`src/rtl/irq_cond_pkg.sv`:
```
package irq_cond_pkg;
   localparam int unsigned VEC_W    = 16;
   localparam int unsigned PIN_N    = 4;
   localparam int unsigned PERIPH_N = 8;

   // Pending-vector position of each external pin and of each peripheral line
   localparam int unsigned PIN_POS    [PIN_N]    = '{1, 12, 13, 14};
   localparam int unsigned PERIPH_POS [PERIPH_N] = '{0, 2, 3, 6, 7, 8, 9, 11};

   // Fixed per-pin conditioning options
   localparam logic [PIN_N-1:0] PIN_ACT_LOW  = 4'b1100;
   localparam logic [PIN_N-1:0] PIN_DEBOUNCE = 4'b0001;

   function automatic logic [VEC_W-1:0] valid_mask();
      logic [VEC_W-1:0] m;
      m = '0;
      for (int i = 0; i < PIN_N; i++)    m[PIN_POS[i]]    = 1'b1;
      for (int i = 0; i < PERIPH_N; i++) m[PERIPH_POS[i]] = 1'b1;
      return m;
   endfunction
endpackage

```
`src/rtl/irq_sync.sv`:
```
module irq_sync #(
   parameter int unsigned STAGES  = 2,
   parameter logic        RST_VAL = 1'b0
) (
   input  logic clk,
   input  logic rst_n,
   input  logic d_i,
   output logic q_o
);
   logic [STAGES-1:0] sh_q;

   always_ff @(posedge clk or negedge rst_n) begin
      if (!rst_n) sh_q <= {STAGES{RST_VAL}};
      else        sh_q <= {sh_q[STAGES-2:0], d_i};
   end

   assign q_o = sh_q[STAGES-1];
endmodule

```
`src/rtl/irq_debounce.sv`:
```
module irq_debounce #(
   parameter int unsigned DB_CYCLES = 4
) (
   input  logic clk,
   input  logic rst_n,
   input  logic lvl_i,
   output logic lvl_o
);
   localparam int unsigned CW = (DB_CYCLES > 2) ? $clog2(DB_CYCLES) : 1;
   localparam logic [CW-1:0] LAST = CW'(DB_CYCLES - 1);

   logic [CW-1:0] cnt_q;
   logic          filt_q;

   always_ff @(posedge clk or negedge rst_n) begin
      if (!rst_n) begin
         cnt_q  <= '0;
         filt_q <= 1'b0;
      end else if (lvl_i != filt_q) begin
         if (cnt_q == LAST) begin
            filt_q <= lvl_i;
            cnt_q  <= '0;
         end else begin
            cnt_q  <= cnt_q + 1'b1;
         end
      end else begin
         cnt_q <= '0;
      end
   end

   assign lvl_o = filt_q;
endmodule

```
`src/rtl/irq_pin_cond.sv`:
```
module irq_pin_cond #(
   parameter logic        ACT_LOW     = 1'b0,
   parameter logic        DEBOUNCE    = 1'b0,
   parameter int unsigned SYNC_STAGES = 2,
   parameter int unsigned DB_CYCLES   = 4
) (
   input  logic clk,
   input  logic rst_n,
   input  logic pin_i,
   output logic lvl_o
);
   logic sync_raw;
   logic active;

   // The synchronizer resets to the idle raw level, so reset yields an inactive level
   irq_sync #(.STAGES(SYNC_STAGES), .RST_VAL(ACT_LOW)) u_sync (
      .clk  (clk),
      .rst_n(rst_n),
      .d_i  (pin_i),
      .q_o  (sync_raw)
   );

   assign active = sync_raw ^ ACT_LOW;

   generate
      if (DEBOUNCE) begin : g_filt
         irq_debounce #(.DB_CYCLES(DB_CYCLES)) u_db (
            .clk  (clk),
            .rst_n(rst_n),
            .lvl_i(active),
            .lvl_o(lvl_o)
         );
      end else begin : g_pass
         assign lvl_o = active;
      end
   endgenerate
endmodule

```
`src/rtl/irq_cond_mask.sv`:
```
module irq_cond_mask
   import irq_cond_pkg::*;
#(
   parameter int unsigned SYNC_STAGES = 2,
   parameter int unsigned DB_CYCLES   = 4
) (
   input  logic                clk,
   input  logic                rst_n,
   input  logic [PIN_N-1:0]    ext_pin_i,
   input  logic [PERIPH_N-1:0] periph_irq_i,
   input  logic [VEC_W-1:0]    en_mask_i,
   input  logic [VEC_W-1:0]    clr_i,
   output logic [VEC_W-1:0]    irq_pend_o,
   output logic                irq_req_o
);
   localparam logic [VEC_W-1:0] VALID = valid_mask();

   generate
      if (SYNC_STAGES < 2) begin : g_bad_sync
         $error("SYNC_STAGES must be at least 2");
      end
      if (DB_CYCLES < 2) begin : g_bad_db
         $error("DB_CYCLES must be at least 2");
      end
   endgenerate

   logic [PIN_N-1:0] pin_lvl;
   logic [VEC_W-1:0] src_lvl;
   logic [VEC_W-1:0] lvl_q;
   logic [VEC_W-1:0] rise;
   logic [VEC_W-1:0] pend_q;

   generate
      for (genvar p = 0; p < PIN_N; p++) begin : g_pin
         irq_pin_cond #(
            .ACT_LOW    (PIN_ACT_LOW[p]),
            .DEBOUNCE   (PIN_DEBOUNCE[p]),
            .SYNC_STAGES(SYNC_STAGES),
            .DB_CYCLES  (DB_CYCLES)
         ) u_cond (
            .clk  (clk),
            .rst_n(rst_n),
            .pin_i(ext_pin_i[p]),
            .lvl_o(pin_lvl[p])
         );
      end
   endgenerate

   always_comb begin
      src_lvl = '0;
      for (int i = 0; i < PIN_N; i++)    src_lvl[PIN_POS[i]]    = pin_lvl[i];
      for (int i = 0; i < PERIPH_N; i++) src_lvl[PERIPH_POS[i]] = periph_irq_i[i];
   end

   assign rise = src_lvl & ~lvl_q & VALID;

   always_ff @(posedge clk or negedge rst_n) begin
      if (!rst_n) begin
         lvl_q  <= '0;
         pend_q <= '0;
      end else begin
         lvl_q  <= src_lvl;
         pend_q <= ((pend_q & ~clr_i) | rise) & VALID;
      end
   end

   assign irq_pend_o = pend_q & en_mask_i;
   assign irq_req_o  = |irq_pend_o;
endmodule

```
`config.mk`:
```
export PLATFORM = sky130hd
export DESIGN_NAME = irq_cond_mask
export DESIGN_NICKNAME = d
export VERILOG_FILES = /design/src/rtl/irq_cond_pkg.sv /design/src/rtl/irq_sync.sv /design/src/rtl/irq_debounce.sv /design/src/rtl/irq_pin_cond.sv /design/src/rtl/irq_cond_mask.sv
export SDC_FILE = /design/constraint.sdc
export NUM_CORES = 1
export LEC_CHECK = 0
export BUFFER_PORTS_ARGS = -buffer_cell sky130_fd_sc_hd__buf_2
export CORE_UTILIZATION = 40
export CTS_CLUSTER_DIAMETER = 200
export DETAILED_ROUTE_END_ITERATION = 12
export GPL_ROUTABILITY_DRIVEN = 0
export GPL_TIMING_DRIVEN = 0
export PLACE_DENSITY = 0.75
export SYNTH_ARGS = -nofsm -noshare
export SYNTH_HDL_FRONTEND = slang
export SYNTH_SLANG_ARGS = --single-unit
```
`constraint.sdc`:
```
create_clock -name clk -period 1.2 [get_ports clk]
set_input_delay 0.24 -clock clk [delete_from_list [all_inputs] [get_ports clk]]
set_output_delay 0.24 -clock clk [all_outputs]
set_load 0.005 [all_outputs]
```
==> results.toml, run 1 <==
[timing]
hold_violations = 0
worst_pin_slew_ns = 0.734
clock.fmax_ghz = 0.622
setup_tns_ns = -0.620
rsz0062_at_grt = "true"
finClkSkew_ns = 0.00787
final.period_utilization_pct = 134
finalCriticalPeriod_ns = 1.61
setup_slack_ns = -0.407
drv_slew = 0
finalSetupViolations = 11
relSlewSlack_pct = 51.1

[setup_path]
crit_family = "simple AND/OR/NAND/NOR gates"
arrival_ns = 1.37
rrSetupSlack_ns = 0.29
cp_max_fo = 2
worstSetupEndpointType = "output port"
crit_slowest_cell = "dfrtp_1"
startpoint = "pend_q[12]$_DFF_PN0_"
r2r_start = "g_pin[0].u_cond.g_filt.u_db.cnt_q[0]$_DFF_PN0_"
reg2reg_depth = 2
max_stage_delay_ns = 0.39
crit_buf_inv = 1
path_cells = "and2_4 -> nor4_4 -> nand4_1 -> buf_2"
rr_endpoint = "g_pin[0].u_cond.g_filt.u_db.cnt_q[1]$_DFF_PN0_"
required_ns = 0.96
worstSetupPathType = "flop to output port"
startpoint_type = "flop"
crit_path_end = "irq_req_o"
path_depth = 4

[cts]
cts_root_buf = "clkbuf_4"
cts_inserted_buffers = 5
cts_tree = "yes"
clkTransAtPathRegs_ns = 0.10
cts-htree-levels = 2
clock_latency_ns = 0.32
clk_path_buf_depth = 2
cts_num_sinks = 35

[floorplan]
dieArea_sq_um = 3340
core_area_sq_um = 2850
fp.dieW_um = 57.8
initial_core_util_pct = 43.6
fp-row-count = 19
num_io_pins = 63
die_h_um = 57.8

[power_and_ir_drop]
power.total_mw = 2.59
ir_drop_uv = 858
p_leak_nw = 0.986
powerDensity_nw_per_um2 = 1410

[routing]
drtIter0Drc = 11
drc = 4
ant_nets = 0
viasPerCell = 4.45
finalWirelength_mm = 2.33
drt_pre_antenna_iters = 8
vias = 912
routedWlPerCell_um = 11.3

[cells_and_area]
syn_to_final_growth_pct = 47.9
layout.nets = 220
fin_util_pct = 64.6
antenna_cells = 0
final_cell_mix = "buf_2 (39), dfrtp_1 (31), inv_1 (24)"
drive_above_1_share_pct = 51.1
layout_commonest_cell = "buf_2"
fill_cells = 234

[synth]
synth_warnings = 0
synth_seq_cells = 35
ys_seq_area_share_pct = 70.8
synth_area_per_cell_sq_um = 12.6
yosysUniqueCellTypes = 17
synth_cells = 99
netlist_area_sq_um = 1240

[global_route]
grt_pass1_wl_mm = 3.75
track_usage_pct = 15.5
grt-ovfl-total = 0
grt_pass1_vias = 947
antenna_found_initial = 0
grt_max_degree = 36

[placed_design]
hpwlAfterDp_mm = 1.62
dp_slack_ns = -0.131
port_buffers = 50

[hold_path]
hp-start = "periph_irq_i[5]"
hold_path_class = "input port to flop"

[status]
outcome = "complete, but fails checks"
violations = "design-rule violations, negative setup slack"

[run]
max_cap_viol_count = 0
-- synth_stat cells (all sizes together) --
cell	count	area (sq um)
dfrtp	31	776
inv	24	90.1
and2	12	85.1
o22ai	12	75.1
buf	4	30.0
dfstp	4	105
nor2	2	7.51
nor4	2	25.0
conb	1	3.75
ha	1	12.5
nand2	1	3.75
nand4	1	6.26
nor2b	1	6.26
nor3	1	5.00
o21ai	1	5.00
xnor2	1	8.76
-- registers in the layout, summed over array words and instances (netlist names) --
name and flops:
lvl_q 12, pend_q 12, g_pin.u_cond.u_sync.sh_q 8, g_pin.u_cond.g_filt.u_db.cnt_q 2
g_pin.u_cond.g_filt.u_db.lvl_o 1
-- through the flow --
stage	instances	instance area, sq um	hold WS [ns]
finish	205	1840	0.0271
global route	205	1840	0.00409
CTS	199	1780	0.00771
detailed placement	183	1550	0.337
global placement	183	1550	0.333
floorplan	102	1260	-0.0556
-- report_power, final --
| part | switching [mW] | internal (mW) |
|---|---|---|
| Combinational | 0.188 | 0.309 |
| Clock | 0.363 | 0.342 |
| Sequential | 0.0697 | 1.32 |
-- routing by layer --
metal	up-vias	GRT usage, %	share of wire, %
li1	447	-	-
met4	0	6.46	1.3
met3	6	4.69	5.6
met2	30	29.9	57
met5	-	0	0
met1	429	15.2	36
-- layout make-up --
class                           instances  area (sq um)  share of cell area (%)
Buffer                                  4          30.0                    1.63
Clock buffer                            7          65.1                    3.53
Clock inverter                          1          7.51                   0.408
Inverter                               24          90.1                    4.89
Multi-Input combinational cell         39           293                    15.9
Sequential cell                        35           881                    47.8
Tap cell                               31          38.8                    2.11
Timing Repair Buffer                   64           437                    23.7
-- kinds of logic (layout without fill, tap and decap cells) --
kind of cell	count (synthesis)	in the layout	share of synthesized area, %
XOR/XNOR	1	1	0.704
AND/OR/NAND/NOR	20	20	11.2
AO/OA/AOI/OAI	13	13	6.43
other	1	4	0.301
adder cells (fa/ha/maj)	1	1	1.00
flip-flops	35	35	70.8
buffers and inverters	28	100	9.65
-- how the worst min path moves through the flow --
stage / endpoint / slack, ns / depth (start not counted)
finish: lvl_q[8]$_DFF_PN0_ / 0.03 / 1
global route: lvl_q[8]$_DFF_PN0_ / 0.004 / 1
detailed placement: g_pin[0].u_cond.u_sync.sh_q[1]$_DFF_PN0_ / 0.34 / 0
floorplan: g_pin[0].u_cond.g_filt.u_db.cnt_q[0]$_DFF_PN0_ / -0.06 / 0
global placement: lvl_q[13]$_DFF_PN0_ / 0.33 / 1
CTS: lvl_q[8]$_DFF_PN0_ / 0.008 / 1
-- repair_timing --
action                                  in CTS  in global routing
pin swaps                                    2                  0
hold buffers                                 5                  0
gates resized for setup                     18                  3
endpoints found under the setup margin      13                 13
buffers inserted                             3                  6
hold endpoints to repair                    35                  0
Power figures use the tool's default switching activity.
==> run 2: changes to the inputs <==
GPL_TIMING_DRIVEN = 1   (was 0)
==> run 2 against run 1 <==
Compared with the run above:
- the run still ends with design-rule violations, negative setup slack left
- count of clock-buffer cells in the layout grew 1
- sequential share of layout area shrank 0.35 points
- design area rose by 0.75%
- critical path depth stayed put
- combinational power decreased by 6.6%
- worst hold slack gained 0.00063 ns
- power down 1.8%
- register-to-register slack barely moved
- sequential power about the same
- critical path type unchanged
- critical endpoint unchanged
- largest power group unchanged
==> results.toml, run 2 (synthesis results as in run 1) <==
[power_and_ir_drop]
ir_drop_uv = 788
clkPwrFrac_pct = 27.4
p_leak_nw = 0.981
powerDensity_nw_per_um2 = 1370
comb_power_share_pct = 18.2
p_int_mw = 1.95
p_sw_uw = 601
pwr-share-seq_pct = 54.4
p_sw_share_pct = 23.6

[cells_and_area]
layout.nets = 219
drive_above_1_share_pct = 47.4
fill_cells = 230
antenna_cells = 0
stdcell_area_sq_um = 1860
final_cell_mix = "buf_2 (39), dfrtp_1 (31), inv_1 (24)"
reg_top3 = "lvl_q: 12 flops, pend_q: 12 flops, g_pin.u_cond.u_sync.sh_q: 8 flops"
syn_to_final_growth_pct = 49.0
layout_commonest_cell = "buf_2"
fin_util_pct = 65.0

[setup_path]
cp_max_fo = 2
worstSetupEndpointType = "output port"
reg2reg_depth = 2
crit_buf_inv = 1
required_ns = 0.96
arrival_ns = 1.37
path_cells = "and2_4 -> nor4_4 -> nand4_1 -> buf_2"
path_depth = 4
worstSetupPathType = "flop to output port"
startpoint_type = "flop"
crit_family = "simple AND/OR/NAND/NOR gates"
crit_slowest_cell = "dfrtp_1"
max_stage_delay_ns = 0.39

[timing]
finalCriticalPeriod_ns = 1.61
finalSetupViolations = 13
rsz0062_at_grt = "true"
drv_slew = 0
setup_slack_ns = -0.412
finClkSkew_ns = 0.0100
clock.fmax_ghz = 0.620
hold_violations = 0
final.period_utilization_pct = 134

[hold_path]
hold_depth = 1
hold_path_class = "input port to flop"

[floorplan]
core_area_sq_um = 2850
fp.dieW_um = 57.8
die_h_um = 57.8
dieArea_sq_um = 3340
initial_core_util_pct = 43.6
fp-row-count = 19
num_io_pins = 63

[cts]
cts_tree = "yes"
clkTransAtPathRegs_ns = 0.09
cts_root_buf = "clkbuf_4"
cts-htree-levels = 2
clock_latency_ns = 0.33
cts_inserted_buffers = 5
clk_path_buf_depth = 2
cts_num_sinks = 35

[status]
outcome = "complete, but fails checks"
violations = "design-rule violations, negative setup slack"

[placed_design]
placed_area_sq_um = 1540
port_buffers = 50
dp_slack_ns = -0.112
hpwlAfterDp_mm = 1.62

[run]
max_cap_viol_count = 0

[global_route]
grt_pass1_wl_mm = 3.64
grt_max_degree = 20
track_usage_pct = 15.1
grt_pass1_vias = 911
grt-ovfl-total = 0
antenna_found_initial = 0

[routing]
drc = 3
vias = 921
drt_pre_antenna_iters = 10
ant_nets = 0
finalWirelength_mm = 2.33
drtIter0Drc = 14
routedWlPerCell_um = 11.4
viasPerCell = 4.51
## run 2: changes by cell type in the layout (fill, tap and decap cells not counted)
cell           delta
buf_4             -7
dlygate4sd3_1     +5
buf_12            +1
clkbuf_1          +1
clkinvlp_4        -1
## run 2: worst paths after layout
check	slack, ns	startpoint	to
setup reg to reg	0.30	g_pin[0].u_cond.g_filt.u_db.cnt_q[0]$_DFF_PN0_	g_pin[0].u_cond.g_filt.u_db.cnt_q[1]$_DFF_PN0_
min in group asynchronous	0.37	rst_n	g_pin[0].u_cond.g_filt.u_db.lvl_o$_DFFE_PN0P_
hold / removal	0.03	periph_irq_i[5]	lvl_q[8]$_DFF_PN0_
hold reg to reg	0.36	g_pin[1].u_cond.u_sync.sh_q[0]$_DFF_PN0_	g_pin[1].u_cond.u_sync.sh_q[1]$_DFF_PN0_
setup / recovery	-0.41	pend_q[8]$_DFF_PN0_	irq_req_o
max in group asynchronous	0.39	rst_n	lvl_q[13]$_DFF_PN0_
## run 2: cell type report
cell class / instances / area [sq um] / share of cell area, %
well taps: 31 / 38.8 / 2.09
multi-input cells: 39 / 293 / 15.8
inverters: 24 / 90.1 / 4.86
clock buffers: 8 / 68.8 / 3.71
repair buffers: 67 / 484 / 26.1
flip-flops and latches: 35 / 881 / 47.5
## run 2: timing repair
action,CTS,global route
hold buffers,4,6
endpoints found under the hold margin,17,6
resized for setup,19,2
setup buffers,3,3
pin swaps,1,0
cloned,0,0
endpoints found under the setup margin,13,13
## run 2: worst register-to-register path, stage by stage, from the launching register on
cell	delay [ns]
dfrtp_1	0.39
ha_1	0.28
nor2b_1	0.13
## run 2: through the flow
| step | power [mW] | setup TNS (ns) | hold slack (ns) | std cells |
|---|---|---|---|---|
| finish | 2.55 | -0.634 | 0.0277 | 204 |
| global route | 2.71 | -1.43 | 0.00139 | 204 |
| CTS | 2.56 | -0.871 | 0.000909 | 195 |
| detailed placement | 1.75 | -0.112 | 0.201 | 180 |
| global placement | 1.72 | -0.120 | 0.195 | 180 |
| floorplan | 1.59 | 0 | -0.0556 | 102 |
## run 2: power by group through the flow
stage | combinational (mW) | clock (mW) | sequential, mW
floorplan | 0.195 | 0 | 1.39
global placement | 0.324 | 0 | 1.40
detailed placement | 0.342 | 0 | 1.41
CTS | 0.436 | 0.735 | 1.39
global route | 0.520 | 0.788 | 1.40
finish | 0.464 | 0.698 | 1.39
## run 2: per-layer routing
layer  wire, um  track usage [%]
met1        846             14.3
met2       1300             28.1
met3        150             7.37
met4         38             5.10
met5          0                0
